## src/rtl/dvs_pkg.sv

```systemverilog
package dvs_pkg;
  localparam int CODE_W   = 6;
  localparam int SLEW_W   = 3;
  localparam int CNT_W    = 10;
  localparam int FINE_TOP = 32;  // highest upper code of a 25 mV step
  localparam int MID_TOP  = 60;  // highest upper code of a 50 mV step
  localparam logic [SLEW_W-1:0] SLEW_IMM = 3'd7;

  typedef enum logic [1:0] {STEP_FINE, STEP_MID, STEP_COARSE} step_cls_e;

  function automatic step_cls_e step_class(input logic [CODE_W-1:0] upper);
    if (int'(upper) <= FINE_TOP) return STEP_FINE;
    else if (int'(upper) <= MID_TOP) return STEP_MID;
    else return STEP_COARSE;
  endfunction

  // ticks per step = step mV / rate, rounded
  function automatic logic [CNT_W-1:0] dwell_ticks(input step_cls_e cls,
                                                    input logic [SLEW_W-1:0] slew);
    logic [CNT_W-1:0] d;
    d = 10'd3;
    case (cls)
      STEP_FINE: case (slew)
        3'd0: d = 10'd227; 3'd1: d = 10'd114; 3'd2: d = 10'd56;
        3'd3: d = 10'd28;  3'd4: d = 10'd14;  3'd5: d = 10'd7;
        default: d = 10'd3;
      endcase
      STEP_MID: case (slew)
        3'd0: d = 10'd455; 3'd1: d = 10'd227; 3'd2: d = 10'd111;
        3'd3: d = 10'd56;  3'd4: d = 10'd28;  3'd5: d = 10'd14;
        default: d = 10'd7;
      endcase
      default: case (slew)
        3'd0: d = 10'd909; 3'd1: d = 10'd455; 3'd2: d = 10'd222;
        3'd3: d = 10'd111; 3'd4: d = 10'd56;  3'd5: d = 10'd28;
        default: d = 10'd14;
      endcase
    endcase
    return d;
  endfunction
endpackage

```

## src/rtl/dvs_target_sel.sv

```systemverilog
module dvs_target_sel
  import dvs_pkg::*;
#(
  parameter int W = CODE_W,
  parameter logic [W-1:0] INIT_CODE = '0
) (
  input  logic         clk_i,
  input  logic         rst_ni,
  input  logic [W-1:0] low_i,
  input  logic [W-1:0] high_i,
  input  logic         sel_i,
  output logic [W-1:0] target_o,
  output logic         chg_o
);
  logic [W-1:0] target_q;

  assign target_o = sel_i ? high_i : low_i;
  assign chg_o    = (target_o != target_q);

  always_ff @(posedge clk_i or negedge rst_ni) begin
    if (!rst_ni) target_q <= INIT_CODE;
    else         target_q <= target_o;
  end
endmodule

```

## src/rtl/dvs_dwell_timer.sv

```systemverilog
module dvs_dwell_timer
  import dvs_pkg::*;
#(
  parameter int CW = CNT_W
) (
  input  logic          clk_i,
  input  logic          rst_ni,
  input  logic          tick_i,
  input  logic          restart_i,
  input  logic [CW-1:0] dwell_i,
  output logic          step_o
);
  logic [CW-1:0] cnt_q;
  logic          last;

  assign last   = (cnt_q == dwell_i - CW'(1));
  assign step_o = !restart_i && tick_i && last;

  always_ff @(posedge clk_i or negedge rst_ni) begin
    if (!rst_ni)                 cnt_q <= '0;
    else if (restart_i || step_o) cnt_q <= '0;
    else if (tick_i)             cnt_q <= cnt_q + CW'(1);
  end
endmodule

```

## src/rtl/dvs_code_stepper.sv

```systemverilog
module dvs_code_stepper
  import dvs_pkg::*;
#(
  parameter int W = CODE_W,
  parameter logic [W-1:0] INIT_CODE = '0
) (
  input  logic         clk_i,
  input  logic         rst_ni,
  input  logic [W-1:0] target_i,
  input  logic         jump_i,
  input  logic         step_i,
  output logic [W-1:0] code_o,
  output logic         moving_o,
  output step_cls_e    cls_o
);
  logic [W-1:0] code_q;
  logic         up;
  logic [W-1:0] upper;

  assign up       = (target_i > code_q);
  assign moving_o = (target_i != code_q);
  // step size is set by the higher code of the pair
  assign upper    = up ? code_q + W'(1) : code_q;
  assign cls_o    = step_class(upper);
  assign code_o   = code_q;

  always_ff @(posedge clk_i or negedge rst_ni) begin
    if (!rst_ni)     code_q <= INIT_CODE;
    else if (jump_i) code_q <= target_i;
    else if (step_i && moving_o)
      code_q <= up ? code_q + W'(1) : code_q - W'(1);
  end
endmodule

```

## src/rtl/dvs_code_slew.sv

```systemverilog
module dvs_code_slew
  import dvs_pkg::*;
#(
  parameter logic [CODE_W-1:0] INIT_CODE = 6'd16
) (
  input  logic              clk_i,
  input  logic              rst_ni,
  input  logic              us_tick_i,
  input  logic [CODE_W-1:0] low_code_i,
  input  logic [CODE_W-1:0] high_code_i,
  input  logic              sel_i,
  input  logic [SLEW_W-1:0] slew_i,
  output logic [CODE_W-1:0] code_o,
  output logic              busy_o
);
  logic [CODE_W-1:0] target;
  logic              tgt_chg;
  logic              jump;
  logic              moving;
  logic              step;
  step_cls_e         cls;
  logic [CNT_W-1:0]  dwell;

  assign jump  = (slew_i == SLEW_IMM);
  assign dwell = dwell_ticks(cls, slew_i);

  dvs_target_sel #(.W(CODE_W), .INIT_CODE(INIT_CODE)) u_sel (
    .clk_i, .rst_ni,
    .low_i(low_code_i), .high_i(high_code_i), .sel_i,
    .target_o(target), .chg_o(tgt_chg)
  );

  dvs_dwell_timer #(.CW(CNT_W)) u_tmr (
    .clk_i, .rst_ni,
    .tick_i(us_tick_i),
    .restart_i(tgt_chg || jump || !moving),
    .dwell_i(dwell),
    .step_o(step)
  );

  dvs_code_stepper #(.W(CODE_W), .INIT_CODE(INIT_CODE)) u_step (
    .clk_i, .rst_ni,
    .target_i(target), .jump_i(jump), .step_i(step),
    .code_o, .moving_o(moving), .cls_o(cls)
  );

  assign busy_o = moving;
endmodule

```

## config.mk

```make
export PLATFORM = sky130hd
export DESIGN_NAME = dvs_code_slew
export DESIGN_NICKNAME = d
export VERILOG_FILES = /design/src/rtl/dvs_pkg.sv /design/src/rtl/dvs_target_sel.sv /design/src/rtl/dvs_dwell_timer.sv /design/src/rtl/dvs_code_stepper.sv /design/src/rtl/dvs_code_slew.sv
export SDC_FILE = /design/constraint.sdc
export NUM_CORES = 1
export LEC_CHECK = 0
export ABC_AREA = 1
export BUFFER_PORTS_ARGS = -buffer_cell sky130_fd_sc_hd__buf_2
export CAP_MARGIN = 20
export CORE_ASPECT_RATIO = 1.1
export CORE_MARGIN = 2
export CORE_UTILIZATION = 59
export DETAILED_ROUTE_END_ITERATION = 6
export PLACE_DENSITY = 0.8
export SLEW_MARGIN = 20
export SYNTH_ARGS = -nofsm -noshare
export SYNTH_HDL_FRONTEND = slang
export SYNTH_SLANG_ARGS = --single-unit
```

## constraint.sdc

```tcl
create_clock -name clk_i -period 5 [get_ports clk_i]
set_input_delay 1.25 -clock clk_i [delete_from_list [all_inputs] [get_ports clk_i]]
set_output_delay 1.25 -clock clk_i [all_outputs]
set_load 0.05 [all_outputs]
```

# After elaboration in Yosys (flattened, before gate mapping)
# Cells that the tools add are included.
[totals]
reg_bits = 22
word_cells = 45
[op_classes]
addsub = 4
magnitude_cmp = 3
n_eq_ne = 10
mux = 13
n_reduce_logical = 12
[op_table]
columns = ["cell", "count"]
rows = [
  ["10-bit one-hot mux with 6 select lines", 1],
  ["9-bit one-hot mux with 6 select lines", 1],
  ["8-bit one-hot mux with 6 select lines", 1],
  ["6-bit 2-to-1 mux", 5],
  ["10-bit 2-to-1 mux", 2],
  ["10-bit one-hot mux with 2 select lines", 1],
  ["6-bit <= comparator (second input constant)", 2],
  ["6-bit inequality test", 2],
  ["10-bit by 1-bit adder with 10-bit output (second input constant)", 1],
  ["10-bit == test", 1],
  ["10-bit by 1-bit subtractor with 10-bit output (second input constant)", 1],
  ["3-bit == test (second input constant)", 3],
  ["6-bit by 1-bit adder with 6-bit output (second input constant)", 1],
  ["3-bit by 2-bit == test with 1-bit output (second input constant)", 2],
  ["6-bit greater-than comparator", 1],
  ["6-bit by 1-bit subtractor with 6-bit output (second input constant)", 1],
  ["2-bit 2-to-1 mux", 2],
  ["2-bit nonzero test", 2],
  ["3-bit by 1-bit == test with 1-bit output (second input constant)", 1],
  ["1-bit logical AND", 3],
  ["3-bit zero test", 1],
  ["1-bit logical OR", 3],
  ["2-bit by 1-bit == test with 1-bit output (second input constant)", 1],
  ["1-bit zero test", 2],
  ["2-bit zero test", 1],
]

# Depth between registers and ports, before layout
# Gate-level depths: netlist of run 1.
[logic_depth]
ltp_word = 14
depth_mapped = 30
ltp_nobuf = 30

# Cells and area by module
# Synthesis of run 1 repeated with hierarchy kept, for this count alone.
[hier_totals]
hier_cells = 412
area_unflattened_um2 = 2562.5
[modules_own_cells]
columns = ["mod", "n_inst", "cells_each", "area_per_inst_um2", "seq_area_each_um2"]
rows = [
  ["dvs_dwell_timer", 1, 145, 907.1, 250.2],
  ["dvs_code_stepper", 1, 119, 792.0, 151.4],
  ["dvs_target_sel", 1, 62, 432.9, 151.4],
  ["dvs_code_slew", 1, 86, 430.4, 0.0],
]

# Least setup slack after synthesis of run 1
# Ideal clock, no wire load.
[synth_path]
path_kind = "in2reg"
startpoint = "input sel_i"
endpoint = "register u_tmr.cnt_q[6]"
arrival_ns = 4.466
t_required_ns = 4.880
slack_ns = 0.414
path_stages = 29
path_cell_list = "inv_1 > or2_2 > o21ai_0 > ha_1 > inv_1 > nand2_1 > nand2_1 > nand2_2 > nand3_4 > nand2_4 > nand2_1 > nand2_2 > nand2_1 > nor2_2 > buf_6 > nand2_1 > nand3_1 > inv_1 > ha_1 > o21ai_0 > a21oi_1 > nor3b_1 > nand2_1 > nor2_1 > nand3_1 > nor3_2 > nand3_4 > nand2_4 > nor2_1"
[synth_between]
elab_chain_len = 13
word_cells_on_any_way = 23
cone_classes = "add/sub (1); order compare (3); eq/ne (4); mux (6); reduce/logical (9)"
[synth_lines]
columns = ["element", "line", "text"]
rows = [
  ["start, declared", "dvs_code_slew.sv:11", "input logic sel_i,"],
  ["6-bit 2-to-1 mux (*)", "dvs_target_sel.sv:17", "assign target_o = sel_i ? high_i : low_i;"],
  ["6-bit greater-than comparator", "dvs_code_stepper.sv:20", "assign up = (target_i > code_q);"],
  ["6-bit 2-to-1 mux", "dvs_code_stepper.sv:23", "assign upper = up ? code_q + W'(1) : code_q;"],
  ["6-bit <= comparator", "dvs_pkg.sv:13", "else if (int'(upper) <= MID_TOP) return STEP_MID;"],
  ["2-bit 2-to-1 mux", "dvs_pkg.sv:13", ""],
  ["2-bit 2-to-1 mux", "dvs_pkg.sv:12", "if (int'(upper) <= FINE_TOP) return STEP_FINE;"],
  ["2-bit by 1-bit == test with 1-bit output or 2-bit zero test (tied branches)", "dvs_pkg.sv:22", "case (cls)"],
  ["10-bit one-hot mux with 2 select lines", "dvs_pkg.sv:22", ""],
  ["10-bit by 1-bit subtractor with 10-bit output", "dvs_dwell_timer.sv:16", "assign last = (cnt_q == dwell_i - CW'(1));"],
  ["10-bit == test", "dvs_dwell_timer.sv:16", ""],
  ["1-bit logical AND", "dvs_dwell_timer.sv:17", "assign step_o = !restart_i && tick_i && last;"],
  ["1-bit logical OR (*)", "dvs_dwell_timer.sv:21", "else if (restart_i || step_o) cnt_q <= '0;"],
  ["10-bit 2-to-1 mux or 2-bit nonzero test (tied branches)", "n/a", ""],
  ["end signal, assigned", "dvs_dwell_timer.sv:22", "else if (tick_i) cnt_q <= cnt_q + CW'(1);"],
  ["end, declared", "dvs_dwell_timer.sv:13", "logic [CW-1:0] cnt_q;"],
]
# Every way passes the cells marked *; elsewhere a longest branch is shown, timed or not.
# A chain may end at the register's enable or synchronous reset.

# Worst setup path after layout of run 1
[layout_path]
startpoint = "input sel_i"
endpoint = "register u_step.code_q[5] (netlist: u_step.code_o[5])"
[layout_between]
elab_chain_len = 13
word_cells_on_any_way = 25
cone_classes = "add/sub (1); order compare (3); eq/ne (4); mux (8); reduce/logical (9)"
[layout_lines]
columns = ["element", "line", "text"]
rows = [
  ["6-bit 2-to-1 mux (*)", "dvs_target_sel.sv:17", ""],
  ["named net target[5]", "dvs_code_slew.sv:16", "logic [CODE_W-1:0] target;"],
  ["6-bit greater-than comparator", "dvs_code_stepper.sv:20", ""],
  ["6-bit 2-to-1 mux", "dvs_code_stepper.sv:23", ""],
  ["6-bit <= comparator", "dvs_pkg.sv:13", ""],
  ["2-bit 2-to-1 mux", "dvs_pkg.sv:13", ""],
  ["2-bit 2-to-1 mux", "dvs_pkg.sv:12", ""],
  ["2-bit by 1-bit == test with 1-bit output or 2-bit zero test (tied branches)", "dvs_pkg.sv:22", ""],
  ["10-bit one-hot mux with 2 select lines", "dvs_pkg.sv:22", ""],
  ["10-bit by 1-bit subtractor with 10-bit output", "dvs_dwell_timer.sv:16", ""],
  ["10-bit == test", "dvs_dwell_timer.sv:16", ""],
  ["1-bit logical AND", "dvs_dwell_timer.sv:17", ""],
  ["1-bit logical AND", "dvs_code_stepper.sv:30", "else if (step_i && moving_o)"],
  ["2-bit nonzero test (no source line)", "n/a", ""],
  ["end signal, assigned", "dvs_code_stepper.sv:29", "else if (jump_i) code_q <= target_i;"],
  ["end signal, assigned", "dvs_code_stepper.sv:31", "code_q <= up ? code_q + W'(1) : code_q - W'(1);"],
  ["end, declared", "dvs_code_stepper.sv:16", "logic [W-1:0] code_q;"],
]
# The timed path passes the listed nets; every way through them passes the cells marked *. The select of a mux whose other input is x is not followed.

==> summary.md, run 1 <==
| Metric | Value |
|---|---|
| Status | `completed` |
| Worst Setup Start Kind | `input port` |
| Clk slew on worst S/H paths | `0.08 ns` |
| Post-route ant nets | `0` |
| Commonest non-fill, non-tap cell in the layout | `nand2_1` |
| Gr usage total | `24.6%` |
| Insertion delay to the later sink of the worst-skew pair | `0.26 ns` |
| Die area | `4440 um^2` |
| Lkg Pwr | `1.37 nW` |
| Seq cells post-synth | `22` |
| Netlist Area Pre-Place | `2310 um^2` |
| Fin nets | `422` |
| Netlist cell types | `33` |
| Clk_skew | `0.00613 ns` |
| Drt first pass iters | `4` |
| Crit share post-route | `91.2%` |
| Synth Instances | `362` |
| Kind of end point of the critical path | `register` |
| Number of clock sinks | `22` |
| Port Buffer Count | `25` |
| DRC | `0` |
| Tmin final | `4.56 ns` |
| Clk buf depth | `2` |
| Drt wl/cell | `11.5 um` |
| Critical Path RT | `5.21 ns` |
| CP max-delay cell | `ha_1` |
| WS Path Type | `input port to register` |
| Commonest non-fill, non-tap cells in the layout | `nand2_1, inv_1, nor2_1` |
| Total CTS buffers | `3` |
| Overflow after GRT | `0` |
| Slew Viols, Final | `0` |
| Ant. Diodes | `0` |
| Boundary pin count | `26` |
| Worst slew pin tran | `0.609 ns` |
| Final setup violation count | `0` |
| Detailed Route WL | `5090 um` |
| Clk root buf | `clkbuf_8` |
| Pwr/cell area | `477 nW/um^2` |
| Post-CTS repair timing setup buffer count | `0` |
| DRT iter0 DRCs | `135` |
| Critical Path Fanout Max | `9` |
| Cell repeated most along the worst path | `nand2_1` |
| R2R cell count | `26` |
| Final hold violation count | `0` |
| YS warnings | `0` |
| Placed inst area | `2520 um^2` |
| Rows | `23` |
| Worst Path Arrival | `4.76 ns` |
| Die width | `63.7 um` |
| MaxCap Viol Count | `0` |
| Initial Util | `62.3%` |
| Post-Syn Nets | `391` |
| Sequential fraction of the synthesis area | `23.9%` |
| CTS tree | `yes` |
| Largest net degree at the start of global routing | `23` |
| Vias per cell | `5.12` |
| Hold path cells | `2` |
| Global-route wire length before repair | `8910 um` |
| Final GP Congestion | `0.906` |
| Initial antenna violation count | `0` |
| Die Y | `69.7 um` |
| Maximum VDD drop | `296 uV` |
| Core area | `3710 um^2` |
| Max Clk Rate | `219 MHz` |
| Crit path largest cell delay | `0.32 ns` |
| Worst hold path type | `register to register` |
| Syn avg cell area | `6.39 um^2` |
| Detailed placer's ending HPWL | `4190 um` |
| Share of layout cells above drive strength 1 | `19.9%` |
| Fillers | `335` |
| Post-layout util | `70.3%` |
| Cell area after layout | `2610 um^2` |
| Via count | `2265` |
| Slew HR | `59.2%` |
| H-tree depth | `1` |
| Syn-to-layout area delta | `12.9%` |
| Vias in the first global route | `2085` |
==> worst paths after layout <==
| check | to | startpoint | slack, ns |
|---|---|---|---|
| setup reg to reg | u_step.code_o[5] | u_step.code_o[3] | 1.09 |
| hold reg to reg | u_tmr.cnt_q[7] | u_tmr.cnt_q[7] | 0.56 |
| hold / removal | u_tmr.cnt_q[7] | u_tmr.cnt_q[7] | 0.56 |
| min in group asynchronous | u_tmr.cnt_q[0] | rst_ni | 0.94 |
| max in group asynchronous | u_sel.target_q[4] | rst_ni | 3.70 |
| setup / recovery | u_step.code_o[5] | sel_i | 0.44 |
==> stage by stage <==
| stage | setup TNS [ns] | worst slack [ns] | hold slack, ns | std cells | power, W |
|---|---|---|---|---|---|
| after floorplan | 0 | 0.414 | 0.520 | 362 | 0.000918 |
| after global placement | 0 | 0.212 | 0.534 | 438 | 0.00106 |
| after detailed placement | 0 | 0.0624 | 0.539 | 438 | 0.00108 |
| after CTS | 0 | 0.354 | 0.558 | 442 | 0.00124 |
| after global routing | -0.762 | -0.0738 | 0.584 | 442 | 0.00138 |
| final | 0 | 0.442 | 0.555 | 442 | 0.00125 |
==> routing by layer <==
layer / global-route usage (%) / part of all wire [%] / vias up
met5: 0 / 0 / -
met4: 4.35 / 1.0 / 0
met3: 3.41 / 3.3 / 9
met2: 47.1 / 53 / 43
met1: 29.0 / 43 / 1017
li1: - / - / 1196
==> flip-flops by register name (all words and copies together), names as in the netlist <==
| register | count |
|---|---|
| u_step.code_o | 6 |
| u_tmr.cnt_q | 10 |
| u_sel.target_q | 6 |
==> cell usage after synthesis <==
library cell | count | area, um^2
nand2_2 | 9 | 56.3
a21o_1 | 2 | 15.0
nand3_4 | 4 | 70.1
nand2_4 | 4 | 45.0
mux2i_1 | 1 | 10.0
nor2_2 | 14 | 87.6
buf_1 | 1 | 3.75
ha_1 | 10 | 125
inv_2 | 2 | 7.51
nor3b_1 | 1 | 7.51
a21oi_1 | 6 | 30.0
a211oi_1 | 1 | 7.51
inv_1 | 49 | 184
xnor2_1 | 3 | 26.3
o31ai_1 | 1 | 7.51
nor3_2 | 1 | 10.0
or2_2 | 3 | 18.8
o21ai_1 | 5 | 25.0
buf_6 | 1 | 11.3
nand3b_1 | 2 | 15.0
dfstp_2 | 2 | 52.6
nor3_1 | 5 | 25.0
buf_4 | 1 | 7.51
o22ai_1 | 1 | 6.26
nor2_1 | 36 | 135
nand2_1 | 113 | 424
xor2_1 | 18 | 158
nor2_4 | 1 | 11.3
nand4_1 | 7 | 43.8
dfrtp_1 | 20 | 500
clkbuf_1 | 3 | 11.3
o21ai_0 | 6 | 30.0
nand3_1 | 29 | 145
==> worst max-delay path: cells and delay by family <==
kind / cells / cell delay, ns
fa+ha+maj: 2 / 0.61
compound gates: 2 / 0.19
buf+inv: 3 / 0.37
simple gates: 22 / 2.33
==> logic make-up after synthesis <==
group	Yosys count	share of synthesized area, %
AO/OA/AOI/OAI	22	5.25
XOR/XNOR	21	7.95
adder cells (fa/ha/maj)	10	5.41
buffers and inverters	57	9.74
flip-flops	22	23.9
multiplexers	1	0.433
AND/OR/NAND/NOR	229	47.3
==> layout make-up <==
type	instances	area, um^2	area share, %
multi-input combinational	283	1560	59.6
clock buffer	3	41.3	1.58
sequential	22	553	21.2
inverter	51	191	7.33
clock inverter	1	30.0	1.15
timing repair buffer	32	178	6.80
tap	50	62.6	2.40
==> where the power goes <==
| part | switching (W) | total, W | internal [W] | leakage [nW] |
|---|---|---|---|---|
| logic | 0.000550 | 0.000825 | 0.000275 | 1.05 |
| registers | 0.0000516 | 0.000258 | 0.000206 | 0.283 |
| clock network | 0.0000565 | 0.000163 | 0.000107 | 0.0357 |
| total | 0.000659 | 0.00125 | 0.000588 | 1.37 |
==> timing repair <==
item	CTS	global route
endpoints found under the setup margin	0	16
gates resized for setup	0	4
hold buffers	0	0
hold endpoints to repair	0	0
Power figures use the tool's default switching activity.
==> run 2: changes to the inputs <==
CORE_UTILIZATION = 60   (was 59)
PLACE_DENSITY = 0.81   (was 0.8)
SLEW_MARGIN = 40   (was 20)
SYNTH_HIERARCHICAL = 1   (was unset)
==> run 2 against run 1 <==
Sequential share of layout area shrank 2.4 points. Core utilization is 2.9 points higher. Clock power increased by 4%. Register-to-register slack got worse by 0.11 ns. Via count is 17% higher. Synthesized area up 11%. Die area increased by 8.4%. Combinational power increased by 9.8%. Cell area is 13% higher.
==> summary.md, run 2 <==
| Metric | Value |
|---|---|
| Final hold violation count | `0` |
| Tmin final | `4.69 ns` |
| Top Family by Delay on Critical Path | `simple AND/OR/NAND/NOR gates` |
| Seq cells post-synth | `22` |
| EDFF count, synth | `0` |
| Die width | `66.3 um` |
| Netlist cell types | `34` |
| Synth area leader | `nand2_1` |
| Pint | `0.000619 W` |
| Post-route ant nets | `0` |
| CTS tree | `yes` |
| Switching share of power | `52.9%` |
| Flip-flop count of the largest register after layout | `10` |
| Sequential fraction of the synthesis area | `21.6%` |
| CP max-delay cell | `ha_1` |
| Hold buffers post-CTS | `0` |
| Initial Util | `63.7%` |
| Crit path largest cell delay | `0.32 ns` |
| Clk_skew | `0.00686 ns` |
| Worst Setup Start Kind | `input port` |
| Cell repeated most along the worst path | `nand2_1` |
| Boundary pin count | `26` |
| Most flops, register | `u_tmr/cnt_q` |
| Critical Path RT | `5.13 ns` |
| Gr usage total | `28.6%` |
| Hold WS | `0.629 ns` |
| Vias per cell | `5.26` |
| DRC | `0` |
| Vias in the first global route | `2621` |
| DRT iter0 DRCs | `226` |
| Slew Viols, Final | `0` |
| Pwr/cell area | `446 nW/um^2` |
| Number of clock sinks | `22` |
| Flop pwr share | `18.2%` |
| Fillers | `353` |
| Top post-synthesis cells by area | `nand2_1, dfrtp_1, nand3_1` |
| Clk root buf | `clkbuf_8` |
| Die Y | `72.5 um` |
| Clock share of power | `12.9%` |
| Rows | `24` |
| Main synth FF type | `dfrtp_1` |
| Syn avg cell area | `6.22 um^2` |
| Worst Path Arrival | `4.82 ns` |
| Share of layout cells above drive strength 1 | `20.1%` |
| Post-layout util | `73.3%` |
| Fin nets | `487` |
| Critical Path Fanout Max | `9` |
| Commonest non-fill, non-tap cell in the layout | `nand2_1` |
| Syn-to-layout area delta | `15.0%` |
| Synth Instances | `412` |
| Largest net degree at the start of global routing | `23` |
| YS warnings | `6` |
| WS Path Type | `input port to register` |
| Initial antenna violation count | `0` |
| Worst hold path type | `register to register` |
| Max Clk Rate | `213 MHz` |
| Clk slew on worst S/H paths | `0.09 ns` |
| Worst slew pin tran | `0.532 ns` |
| MaxCap Viol Count | `0` |
| Clk buf depth | `2` |
| Overflow after GRT | `0` |
| Lkg Pwr | `1.61 nW` |
| Die area | `4810 um^2` |
| Ys async rst share | `100%` |
| Netlist Area Pre-Place | `2560 um^2` |
| Post-Syn Nets | `446` |
| Final GP Congestion | `0.964` |
| Port Buffer Count | `25` |
| Slew HR | `64.4%` |
| Commonest non-fill, non-tap cells in the layout | `nand2_1, inv_1, nor2_1` |
| Share of the synthesized area in the top cell type | `20.2%` |
| Final setup violation count | `0` |
| Kind of end point of the critical path | `register` |
| Core area | `4020 um^2` |
| Top-count cell post-synth | `nand2_1` |
| Commonest cells post-synth | `nand2_1, inv_1, nor2_1, nand3_1, dfrtp_1` |
| Combinational power share | `68.9%` |
| H-tree depth | `1` |
| Drt first pass iters | `4` |
| Detailed Route WL | `6280 um` |
| Total CTS buffers | `3` |
| Via count | `2652` |
| Global-route wire length before repair | `10900 um` |
| Drt wl/cell | `12.5 um` |
| Net Sw Power | `0.000695 W` |
| Detailed placer's ending HPWL | `4960 um` |
| Insertion delay to the later sink of the worst-skew pair | `0.27 ns` |
| Status | `completed` |
| Crit share post-route | `93.8%` |
| Maximum VDD drop | `333 uV` |
| Bufs and invs on worst path | `7` |
| Ant. Diodes | `0` |
==> run 2: cell count changes in the layout (fill, tap and decap cells not counted), sizes merged, moves of 3 or more <==
| cell | previous run | this run |
|---|---|---|
| nand2 | 126 | 153 |
| nand3 | 33 | 48 |
| buf | 32 | 41 |
| inv | 51 | 59 |
| a21oi | 6 | 1 |
| ha | 10 | 15 |
| nor2 | 51 | 56 |
| xor2 | 18 | 14 |
| nand4 | 7 | 4 |
| o21ai | 11 | 14 |
| o22ai | 1 | 4 |
==> run 2: layer usage <==
layer  part of all wire [%]  global-route usage [%]
met5                      0                       0
met3                    3.6                    3.41
met2                     53                    54.1
met4                    2.1                    10.4
met1                     41                    32.4
==> run 2: per-stage QoR <==
step / instances / area [um^2] / TNS [ns] / total power, W / setup slack [ns]
finish: 504 / 2950 / 0 / 0.00131 / 0.312
global route: 504 / 2950 / -0.0498 / 0.00143 / -0.0203
CTS: 504 / 2910 / 0 / 0.00129 / 0.164
detailed placement: 500 / 2840 / -0.391 / 0.00111 / -0.0910
global placement: 500 / 2840 / 0 / 0.00109 / 0.0954
floorplan: 412 / 2560 / 0 / 0.000907 / 0.203
==> run 2: area by class of cell <==
cell class | count | area [um^2] | area share (%)
multi-input cells | 326 | 1770 | 60.0
clock inverters | 1 | 30.0 | 1.02
inverters | 59 | 229 | 7.77
well taps | 52 | 65.1 | 2.21
flip-flops and latches | 22 | 553 | 18.8
repair buffers | 41 | 260 | 8.83
clock buffers | 3 | 41.3 | 1.40
==> run 2: cell families (layout without fill, tap and decap cells) <==
family	Yosys count	in the layout	synth area share [%]
flops	22	22	21.6
mux	1	1	0.391
simple gates	270	270	49.1
compound gates	21	21	4.49
buf+inv	64	104	10.6
xor+xnor	19	19	6.49
fa+ha+maj	15	15	7.32
==> run 2: tightest hold or removal path: stages, from the launching register on <==
cell	delay [ns]
dfrtp_1	0.42
xor2_1	0.08
nor2_1	0.09
==> run 2: path summary, 6_finish.rpt <==
| kind | from | to | slack (ns) | cells past startpoint |
|---|---|---|---|---|
| worst max-delay path | sel_i | u_step/code_o[3] | 0.31 | 33 |
| worst min-delay path | u_tmr/cnt_q[9] | u_tmr/cnt_q[9] | 0.63 | 2 |
| worst max register to register | u_step/code_o[4] | u_step/code_o[3] | 0.98 | 30 |
| worst min register to register | u_tmr/cnt_q[9] | u_tmr/cnt_q[9] | 0.63 | 2 |
| max in group asynchronous | rst_ni | u_step/code_o[4] | 3.69 | 1 |
| min in group asynchronous | rst_ni | u_tmr/cnt_q[7] | 0.94 | 1 |
==> run 2: power groups by stage <==
| stage | logic (W) | registers, W | clock network (W) |
|---|---|---|---|
| final | 0.000906 | 0.000239 | 0.000169 |
| after global routing | 0.00101 | 0.000244 | 0.000178 |
| after CTS | 0.000875 | 0.000239 | 0.000172 |
| after detailed placement | 0.000871 | 0.000242 | 0 |
| after global placement | 0.000844 | 0.000243 | 0 |
| after floorplan | 0.000616 | 0.000291 | 0 |
==> run 2: what timing repair did <==
item                                   4_1_cts  5_1_grt
resized for setup                            0       11
setup buffers                                0        0
setup endpoints to repair                    0        6
endpoints found under the hold margin        0        0
==> run 3: changes to the inputs <==
ABC_AREA = 0   (was 1)
==> run 3 against run 2 <==
The flow now finishes with violations (setup timing). Core utilization up 12 points. Flip-flop and latch count unchanged. Register-to-register slack worse by 0.96 ns. Sequential share of layout area down 3.6 points. Via count up 13%. Clock power up 3%. First-iteration DRC count up 59%. Critical path type unchanged. Largest cell class unchanged. Highest routed layer unchanged.
==> summary.md, run 3 <==
| Metric | Value |
|---|---|
| Detailed Route WL | `9430 um` |
| Boundary pin count | `26` |
| Status | `finished with violations` |
| Initial antenna violation count | `0` |
| Share of layout cells above drive strength 1 | `43.2%` |
| Vias per cell | `6.88` |
| Insertion delay to the later sink of the worst-skew pair | `0.27 ns` |
| Most flops, register | `u_tmr/cnt_q` |
| Placed inst area | `3210 um^2` |
| H-tree depth | `1` |
| Vias in the first global route | `2769` |
| YS warnings | `6` |
| Maximum VDD drop | `187 uV` |
| R2R cell count | `22` |
| Post-route ant nets | `0` |
| Final hold violation count | `0` |
| Clk root buf | `clkbuf_8` |
| Worst slew pin tran | `0.524 ns` |
| Top-count cell post-synth | `nor2_1` |
| Die width | `67.0 um` |
| Die area | `4910 um^2` |
| Overflow after GRT | `0` |
| Synth Instances | `305` |
| Netlist cell types | `72` |
| Port Buffer Count | `25` |
| DRT iter0 DRCs | `359` |
| Seq cells post-synth | `22` |
| Tmin final | `5.73 ns` |
| Worst hold path type | `register to register` |
| Largest net degree at the start of global routing | `23` |
| Critical Path RT | `5.14 ns` |
| Detailed placer's ending HPWL | `5430 um` |
| MaxCap Viol Count | `0` |
| Hold path cells | `2` |
| Worst Setup Start Kind | `input port` |
| Syn-to-layout area delta | `39.1%` |
| Gr usage total | `35.4%` |
| Drt first pass iters | `5` |
| Slew HR | `65.1%` |
| Final GP Congestion | `0.904` |
| Core area | `4250 um^2` |
| Setup_tns | `-6.70 ns` |
| Fin nets | `417` |
| Hold WS | `0.659 ns` |
| Die Y | `73.3 um` |
| Commonest cells post-synth | `nor2_1, dfrtp_1, inv_1, nand2_1, xnor2_1` |
| Main synth FF type | `dfrtp_1` |
| RSZ-0062 raised after global routing | `yes` |
| Pwr/cell area | `333 nW/um^2` |
| Post-Syn Nets | `339` |
| Setup ws final | `-0.733 ns` |
| WS Path Type | `input port to register` |
| Commonest non-fill, non-tap cells in the layout | `buf_4, buf_2, nor2_1, dfrtp_1, nand2_1` |
| Ys async rst share | `100%` |
| Kind of end point of the critical path | `register` |
| Drt wl/cell | `21.6 um` |
| Lkg Pwr | `1.55 nW` |
| Hold buffers post-CTS | `0` |
| Number of clock sinks | `22` |
| Final setup violation count | `16` |
| Sequential fraction of the synthesis area | `21.1%` |
| Initial Util | `61.5%` |
| Cell area after layout | `3640 um^2` |
| Slew Viols, Final | `0` |
| Netlist Area Pre-Place | `2620 um^2` |
| Crit share post-route | `115%` |
| Flip-flop count of the largest register after layout | `10` |
| Ant. Diodes | `0` |
| Clk buf depth | `2` |
| Commonest non-fill, non-tap cell in the layout | `buf_4` |
| CTS tree | `yes` |
| Global-route wire length before repair | `13200 um` |
| DRC | `0` |
| Syn avg cell area | `8.58 um^2` |
| Total CTS buffers | `3` |
| EDFF count, synth | `0` |
| Max Clk Rate | `174 MHz` |
| Rows | `25` |
| Synth area leader | `dfrtp_1` |
| Via count | `3001` |
| Failing checks | `setup timing` |
| Clk slew on worst S/H paths | `0.09 ns` |
| Share of the synthesized area in the top cell type | `19.1%` |
| Post-layout util | `85.5%` |
| Clk_skew | `0.00395 ns` |
| Worst Path Arrival | `5.87 ns` |
| Top post-synthesis cells by area | `dfrtp_1, ha_1, xnor2_1` |
| Critical Path Fanout Max | `6` |
==> run 3: per-stage QoR <==
stage          power, W  cells  worst slack [ns]
2_1_floorplan  0.000614    305            -0.746
3_3_place_gp   0.000830    421            -0.721
3_5_place_dp   0.000845    421            -0.864
4_1_cts         0.00110    432            -0.296
5_1_grt         0.00126    436            -0.894
6_report        0.00121    436            -0.733
==> run 3: worst paths after layout <==
| path | from | to | slack (ns) |
|---|---|---|---|
| max | sel_i | u_step/code_o[1] | -0.73 |
| min | u_tmr/cnt_q[9] | u_tmr/cnt_q[9] | 0.66 |
| max reg2reg | u_step/code_o[5] | u_step/code_o[1] | 0.02 |
| min reg2reg | u_tmr/cnt_q[9] | u_tmr/cnt_q[9] | 0.66 |
| max in group asynchronous | rst_ni | u_sel/target_q[4] | 3.69 |
| min in group asynchronous | rst_ni | u_tmr/cnt_q[8] | 0.94 |
==> run 3: kinds of logic after synthesis <==
| logic type | after synthesis | share of synthesized area, % |
|---|---|---|
| muxes | 12 | 5.21 |
| buffers and inverters | 35 | 6.55 |
| DFF | 22 | 21.1 |
| xor gates and xnor gates | 30 | 10.0 |
| adders and majority gates | 15 | 7.17 |
| AOI/OAI and AO/OA | 74 | 22.6 |
| and+or+nand+nor | 117 | 27.3 |
==> run 3: layer usage <==
layer | share of wire (%) | global-route usage, % | vias up
met3 | 6.0 | 4.13 | 76
met2 | 51 | 63.8 | 197
met5 | 0 | 0 | -
li1 | - | - | 1290
met4 | 7.0 | 20.2 | 0
met1 | 36 | 39.8 | 1438
==> run 3: layout make-up <==
type | count | area, um^2
multi-input combinational | 248 | 2240
timing repair buffer | 91 | 647
fill | 216 | 616
sequential | 22 | 553
tap | 54 | 67.6
inverter | 17 | 63.8
clock buffer | 3 | 41.3
clock inverter | 1 | 30.0
==> run 3: repair_timing <==
action,in CTS,in global routing
setup buffers,7,5
gates resized for setup,37,16
cloned,1,0
endpoints found under the setup margin,16,16
pin swaps,21,14
endpoints found under the hold margin,0,0
==> run 3: power by group <==
part	total (W)	switching [W]	internal (W)
clock network	0.000174	0.0000670	0.000107
registers	0.000198	0.00000893	0.000189
logic	0.000840	0.000451	0.000390
==> run 3: worst max-delay path, stage by stage <==
cell and delay (ns):
buf_12 0.11, mux2_4 0.32, ha_4 0.24, a21o_1 0.18, and3_4 0.16, o31ai_4 0.34, mux2i_1 0.31, o21a_2 0.27
xnor2_2 0.14, nand3b_1 0.11, a32oi_2 0.27, inv_2 0.08, ha_4 0.24, xnor2_4 0.16, a2111oi_4 0.35, o311ai_2 0.17
nor2_1 0.14, and3_1 0.23, inv_2 0.06, a31o_4 0.23, nor3b_2 0.15, a21oi_1 0.21, o31ai_1 0.13
